`config.mk`:
```
export PLATFORM = sky130hd
export DESIGN_NAME = uart9_addr_rx
export DESIGN_NICKNAME = d
export VERILOG_FILES = /design/src/rtl/uart9_pkg.sv /design/src/rtl/uart9_bit_engine.sv /design/src/rtl/uart9_addr_gate.sv /design/src/rtl/uart9_fifo.sv /design/src/rtl/uart9_addr_rx.sv
export SDC_FILE = /design/constraint.sdc
export NUM_CORES = 1
export LEC_CHECK = 0
export ABC_CLOCK_PERIOD_IN_PS = 3500
export BUFFER_PORTS_ARGS = -buffer_cell sky130_fd_sc_hd__buf_2
export CORE_MARGIN = 2
export CORE_UTILIZATION = 45
export CTS_CLUSTER_SIZE = 12
export DETAILED_ROUTE_END_ITERATION = 10
export PLACE_DENSITY = 0.73
export SLEW_MARGIN = 20
export SYNTH_ARGS = -nofsm -noshare
export SYNTH_HDL_FRONTEND = slang
export SYNTH_SLANG_ARGS = --single-unit
```
`constraint.sdc`:
```
create_clock -name clk -period 3.5 [get_ports clk]
set_clock_uncertainty 0.1 [all_clocks]
set_input_delay 0.35 -clock clk [delete_from_list [all_inputs] [get_ports clk]]
set_output_delay 0.35 -clock clk [all_outputs]
set_load 0.02 [all_outputs]
```
`src/rtl/uart9_pkg.sv`:
```
package uart9_pkg;
  localparam int WORD_W = 9;
  localparam logic [1:0] FMT_NINE = 2'd3;

  typedef enum logic [2:0] {
    RX_IDLE,
    RX_START,
    RX_DATA,
    RX_STOP,
    RX_HOLD
  } rx_state_e;
endpackage

```
`src/rtl/uart9_bit_engine.sv`:
```
module uart9_bit_engine
  import uart9_pkg::*;
#(
  parameter int OSR = 16
) (
  input  logic              clk,
  input  logic              rst_n,
  input  logic              tick,
  input  logic              rxd,
  input  logic              nine_sel,
  output logic              word_vld,
  output logic [WORD_W-1:0] word,
  output logic              word_nine
);
  localparam int CW  = $clog2(OSR);
  localparam int MID = OSR / 2;
  localparam logic [CW-1:0] C_A   = CW'(MID - 1);
  localparam logic [CW-1:0] C_B   = CW'(MID);
  localparam logic [CW-1:0] C_V   = CW'(MID + 1);
  localparam logic [CW-1:0] C_END = CW'(OSR - 1);

  rx_state_e         state;
  logic [CW-1:0]     cnt;
  logic [3:0]        bit_idx;
  logic [WORD_W-1:0] sh;
  logic              s_a, s_b, nine_q;
  logic              vote;
  logic [3:0]        last_idx;

  // two stored samples plus the live one
  assign vote      = (s_a & s_b) | (s_a & rxd) | (s_b & rxd);
  assign last_idx  = nine_q ? 4'd8 : 4'd7;
  assign word_nine = nine_q;

  always_ff @(posedge clk) begin
    if (!rst_n) begin
      state    <= RX_IDLE;
      cnt      <= '0;
      bit_idx  <= '0;
      sh       <= '0;
      s_a      <= 1'b1;
      s_b      <= 1'b1;
      nine_q   <= 1'b0;
      word_vld <= 1'b0;
      word     <= '0;
    end else begin
      word_vld <= 1'b0;
      if (tick) begin
        case (state)
          RX_IDLE: begin
            if (!rxd) begin
              state  <= RX_START;
              cnt    <= '0;
              nine_q <= nine_sel;
            end
          end
          RX_HOLD: begin
            if (rxd) state <= RX_IDLE;
          end
          default: begin
            cnt <= cnt + 1'b1;
            if (cnt == C_A) s_a <= rxd;
            if (cnt == C_B) s_b <= rxd;
            if (cnt == C_V) begin
              if (state == RX_START && vote) state <= RX_IDLE;
              if (state == RX_DATA) sh <= {vote, sh[WORD_W-1:1]};
              if (state == RX_STOP) begin
                if (vote) begin
                  word_vld <= 1'b1;
                  word     <= nine_q ? sh : {1'b0, sh[WORD_W-1:1]};
                  state    <= RX_IDLE;
                end else begin
                  state <= RX_HOLD;
                end
              end
            end
            if (cnt == C_END) begin
              if (state == RX_START) begin
                state   <= RX_DATA;
                bit_idx <= '0;
              end else if (state == RX_DATA) begin
                if (bit_idx == last_idx) state <= RX_STOP;
                else bit_idx <= bit_idx + 1'b1;
              end
            end
          end
        endcase
      end
    end
  end


  word_pulse_chk: assert property (@(posedge clk) disable iff (!rst_n)
    word_vld |=> !word_vld);


  hold_no_word_chk: assert property (@(posedge clk) disable iff (!rst_n)
    (state == RX_HOLD) |=> !word_vld);
endmodule

```
`src/rtl/uart9_addr_gate.sv`:
```
module uart9_addr_gate (
  input  logic word_vld,
  input  logic mark_bit,
  input  logic nine_fmt,
  input  logic addr_en,
  input  logic q_full,
  output logic push,
  output logic ovr_set
);
  logic accept;

  // data-marked nine-bit words are dropped while filtering
  assign accept  = word_vld && !(addr_en && nine_fmt && !mark_bit);
  assign push    = accept && !q_full;
  assign ovr_set = accept && q_full;
endmodule

```
`src/rtl/uart9_fifo.sv`:
```
module uart9_fifo #(
  parameter int W     = 9,
  parameter int DEPTH = 4
) (
  input  logic                       clk,
  input  logic                       rst_n,
  input  logic                       push,
  input  logic [W-1:0]               din,
  input  logic                       pop,
  output logic [W-1:0]               dout,
  output logic [$clog2(DEPTH+1)-1:0] count
);
  localparam int AW = (DEPTH > 1) ? $clog2(DEPTH) : 1;
  localparam int CW = $clog2(DEPTH + 1);
  localparam logic [AW-1:0] LAST = AW'(DEPTH - 1);
  localparam logic [CW-1:0] FULL = CW'(DEPTH);

  logic [W-1:0]  mem [DEPTH];
  logic [AW-1:0] wp, rp;
  logic          do_push, do_pop;

  assign do_push = push && (count != FULL);
  assign do_pop  = pop && (count != '0);
  assign dout    = mem[rp];

  always_ff @(posedge clk) begin
    if (do_push) mem[wp] <= din;
  end

  always_ff @(posedge clk) begin
    if (!rst_n) begin
      wp    <= '0;
      rp    <= '0;
      count <= '0;
    end else begin
      if (do_push) wp <= (wp == LAST) ? '0 : wp + 1'b1;
      if (do_pop)  rp <= (rp == LAST) ? '0 : rp + 1'b1;
      case ({do_push, do_pop})
        2'b10:   count <= count + 1'b1;
        2'b01:   count <= count - 1'b1;
        default: count <= count;
      endcase
    end
  end


  no_overflow_chk: assert property (@(posedge clk) disable iff (!rst_n)
    count <= FULL);


  push_room_chk: assert property (@(posedge clk) disable iff (!rst_n)
    push |-> (count != FULL));
endmodule

```
`src/rtl/uart9_addr_rx.sv`:
```
module uart9_addr_rx
  import uart9_pkg::*;
#(
  parameter int OSR      = 16,
  parameter int DEPTH    = 4,
  parameter int IRQ_PART = 3
) (
  input  logic              clk,
  input  logic              rst_n,
  input  logic              tick16,
  input  logic              rxd,
  input  logic              addr_en,
  input  logic [1:0]        fmt_sel,
  input  logic [1:0]        irq_sel,
  output logic [WORD_W-1:0] rd_data,
  output logic              rd_valid,
  input  logic              rd_ready,
  output logic              irq,
  output logic              overrun,
  input  logic              ovr_clr
);
  localparam int CW = $clog2(DEPTH + 1);
  localparam logic [CW-1:0] LVL_PART = CW'(IRQ_PART);
  localparam logic [CW-1:0] LVL_FULL = CW'(DEPTH);

  logic [1:0]        sync_q;
  logic              rxd_s;
  logic              word_vld, word_nine;
  logic [WORD_W-1:0] word;
  logic              push, ovr_set;
  logic [CW-1:0]     count;

  always_ff @(posedge clk) begin
    if (!rst_n) sync_q <= 2'b11;
    else        sync_q <= {sync_q[0], rxd};
  end
  assign rxd_s = sync_q[1];

  uart9_bit_engine #(.OSR(OSR)) u_engine (
    .clk       (clk),
    .rst_n     (rst_n),
    .tick      (tick16),
    .rxd       (rxd_s),
    .nine_sel  (fmt_sel == FMT_NINE),
    .word_vld  (word_vld),
    .word      (word),
    .word_nine (word_nine)
  );

  uart9_addr_gate u_gate (
    .word_vld (word_vld),
    .mark_bit (word[WORD_W-1]),
    .nine_fmt (word_nine),
    .addr_en  (addr_en),
    .q_full   (count == LVL_FULL),
    .push     (push),
    .ovr_set  (ovr_set)
  );

  uart9_fifo #(.W(WORD_W), .DEPTH(DEPTH)) u_fifo (
    .clk   (clk),
    .rst_n (rst_n),
    .push  (push),
    .din   (word),
    .pop   (rd_valid && rd_ready),
    .dout  (rd_data),
    .count (count)
  );

  assign rd_valid = (count != '0);

  always_comb begin
    case (irq_sel)
      2'd2:    irq = (count >= LVL_PART);
      2'd3:    irq = (count == LVL_FULL);
      default: irq = (count != '0);
    endcase
  end

  always_ff @(posedge clk) begin
    if (!rst_n)       overrun <= 1'b0;
    else if (ovr_set) overrun <= 1'b1;
    else if (ovr_clr) overrun <= 1'b0;
  end


  addr_drop_chk: assert property (@(posedge clk) disable iff (!rst_n)
    (word_vld && addr_en && word_nine && !word[WORD_W-1]) |-> !push);


  ovr_sticky_chk: assert property (@(posedge clk) disable iff (!rst_n)
    (overrun && !ovr_clr) |=> overrun);


  ovr_set_chk: assert property (@(posedge clk) disable iff (!rst_n)
    ovr_set |=> overrun);


  irq_needs_data_chk: assert property (@(posedge clk) disable iff (!rst_n)
    irq |-> rd_valid);
endmodule

```
==> run summary <==
Status - complete, no violations
P&R area growth vs syn - 10.8%
Critical path type - register to register
Clock slew at reported path FFs - 0.09 ns
CP Launch Type - register
Die ar. - 0.00854 mm²
Global-route usage over all layers - 15.6%
Post-Synthesis Cells - 300
Flop pwr share - 57.1%
Reg-to-Reg End - u_fifo.count[2]
Critical Path AT - 2.74 ns
Fmax - 391 MHz
Clk pwr share - 41.0%
Met3 usage - 3.99%
Mean Syn Cell Area - 11.7 µm²
Synth warnings - 0
Grt ovf - 0
Post-layout min period - 2.56 ns
Initial DRC count - 92
# port buffers - 22
Residual DRC - 0
Slew @ Worst Pin - 0.627 ns
Period utilization - 73.1%
Slew margin rel. - 58.1%
Final hold violations - 0
Commonest register cell after synthesis - dfxtp_1
Clock Sinks - 81
Initial core utilization - 46.0%
Max VDD drop - 203 µV
Setup slack, reg-to-reg - 0.94 ns
Crit path capture type - register
Number of global-route vias before repair - 2195
Wirelength per Cell - 14.1 µm
Slew Limit Fails - 0
Clk buf depth - 2
Via count - 2286
Largest net degree at the start of global routing - 35
Hold Buf Count CTS - 0
Setup repair bufs after CTS - 0
PD cells - 443 mW/mm²
Rows - 32
Final nets - 342
Crit path max fanout - 13
Worst hold start - rxd
Hpwl dp - 4180 µm
Seq/Total Area, Yosys - 56.4%
Grt peak-use layer - met2
Worst r2r src - u_engine.word_nine
H-Tree Depth - 3
First-pass GRT wire length - 10500 µm
Post-cts sizing count - 0
Leakage - 1.48 nW
Count of state elements after synthesis - 81
Skew-Pair Late Insertion Delay - 0.35 ns
CTS buffer count - 9
CTS tree - built
Final wirelength - 6020 µm
Hold worst-path end - sync_q[0]
Root Buffer Master - clkbuf_8
I/O pins - 23
Horiz. Die Dim - 92.4 µm
Core area - 0.00765 mm²
Share of post-route cells with drive strength above 1 - 16.6%
WHS - 0.0826 ns
DR vias/cell - 5.35
Grt met1 use - 19.2%
CP Launch Point - u_engine.word_nine
ANT nets after route - 0
Final setup violating endpoints - 0
GR Layer Usage met2 - 26.7%
Ant. Diodes - 0
Fin Setup TNS - 0 ns
CP Data Required Time - 3.68 ns
Final core utilization - 50.9%
Int Power - 1.34 mW
Worst Hold Depth - 2
Post-Syn Nets - 322
Number of synthesized flops with an enable pin - 36
Async SR Flop Fraction - 0%
DR pass1 iterations - 4
Placer Congestion - 0.761
Switching part of the total - 22.6%
Post-synthesis cell area - 0.00352 mm²
RSZ-0062 raised after global routing - no
Max cap viols - 0
Psw - 0.389 mW
Antenna violations before repair - 0
Die height - 92.4 µm
Synth cell types - 50
Worst min path class - primary input to register
Gate power share - 1.9%
Worst reg2reg path depth - 9
## cell usage in the layout, fill, tap and decap left out, drive strengths merged, types with 6 or more instances in the layout
cell / count
a211oi: 8
a21oi: 17
and2: 7
buf: 23
clkbuf: 9
dfxtp: 45
edfxtp: 36
ha: 10
inv: 15
mux2i: 19
mux4: 9
nand2: 16
nand2b: 6
nand3: 7
nor2: 32
o21ai: 12
## routing by layer
metal	share of wire (%)	wire length, µm
met1	45	2700
met2	51	3090
met3	2.9	175
met4	0.86	52
met5	0	0
## sequential cells by signal, summed over array words and instances (netlist names), named ones only
register and flops:
u_fifo.mem 36, u_engine.sh 9, u_engine.word 9, u_engine.bit_idx 4, u_engine.cnt 4, u_engine.state 3, u_fifo.count 3, sync_q 2
u_fifo.rp 2, u_fifo.wp 2, overrun 1, u_engine.s_a 1, u_engine.s_b 1, u_engine.word_nine 1, u_engine.word_vld 1
## Yosys cell counts (7+ instances only)
library cell / count / area share (%)
inv_1: 10 / 1.1
mux2i_1: 19 / 5.4
edfxtp_1: 36 / 31
dfxtp_1: 45 / 26
and2_1: 7 / 1.2
a21oi_1: 17 / 2.4
nand2_1: 15 / 1.6
ha_1: 10 / 3.6
nand3_1: 7 / 1.0
a211oi_1: 8 / 1.7
nor2_1: 32 / 3.4
mux4_2: 9 / 5.8
o21ai_0: 12 / 1.7
## worst max-delay path by stage
stage / to / slack, ns
final: u_fifo.count[2] / 0.94
after global placement: u_fifo.count[2] / 1.05
after CTS: u_fifo.count[2] / 0.93
after detailed placement: u_fifo.count[2] / 0.94
after floorplan: u_fifo.count[2] / 1.18
after global routing: u_fifo.count[2] / 0.77
## final cells by class
class	instances	area [µm²]
clock buffers	9	124
multi-input cells	193	1420
clock inverters	7	83.8
fillers	662	3750
inverters	12	45.0
flip-flops and latches	81	1980
well taps	102	128
repair buffers	23	118
## cells by family (layout without fill, tap and decap cells)
group | count (synthesis) | after routing | share of synthesized area, %
AND/OR/NAND/NOR | 99 | 99 | 14.9
flip-flops | 81 | 81 | 56.4
AO/OA/AOI/OAI | 52 | 52 | 9.25
multiplexers | 28 | 28 | 11.2
buffers and inverters | 26 | 51 | 3.38
adder cells (fa/ha/maj) | 12 | 12 | 4.45
XOR/XNOR | 2 | 2 | 0.498
## stage by stage
stage	setup slack (ns)	power, mW	area [µm²]	instances
detailed placement	0.939	1.04	3690	411
global placement	1.05	1.04	3690	411
CTS	0.931	1.74	3890	427
floorplan	1.18	1.03	3520	300
finish	0.941	1.73	3890	427
global route	0.774	1.79	3890	427
## critical path, stage by stage (launching register included)
cell and delay, ns:
dfxtp_1 0.67, nand3b_1 0.16, and3_1 0.25, inv_2 0.09
ha_1 0.17, inv_1 0.06, fa_1 0.38, xor2_1 0.16
or3_1 0.30, a21oi_1 0.15
## power by group through the flow
stage	Sequential, mW	Clock (mW)	Combinational [mW]
2_1_floorplan	1.00	0	0.0217
3_3_place_gp	1.01	0	0.0320
3_5_place_dp	1.01	0	0.0328
4_1_cts	0.986	0.725	0.0328
5_1_grt	0.987	0.766	0.0370
6_report	0.986	0.708	0.0325
(Power assumes the default switching activity.)
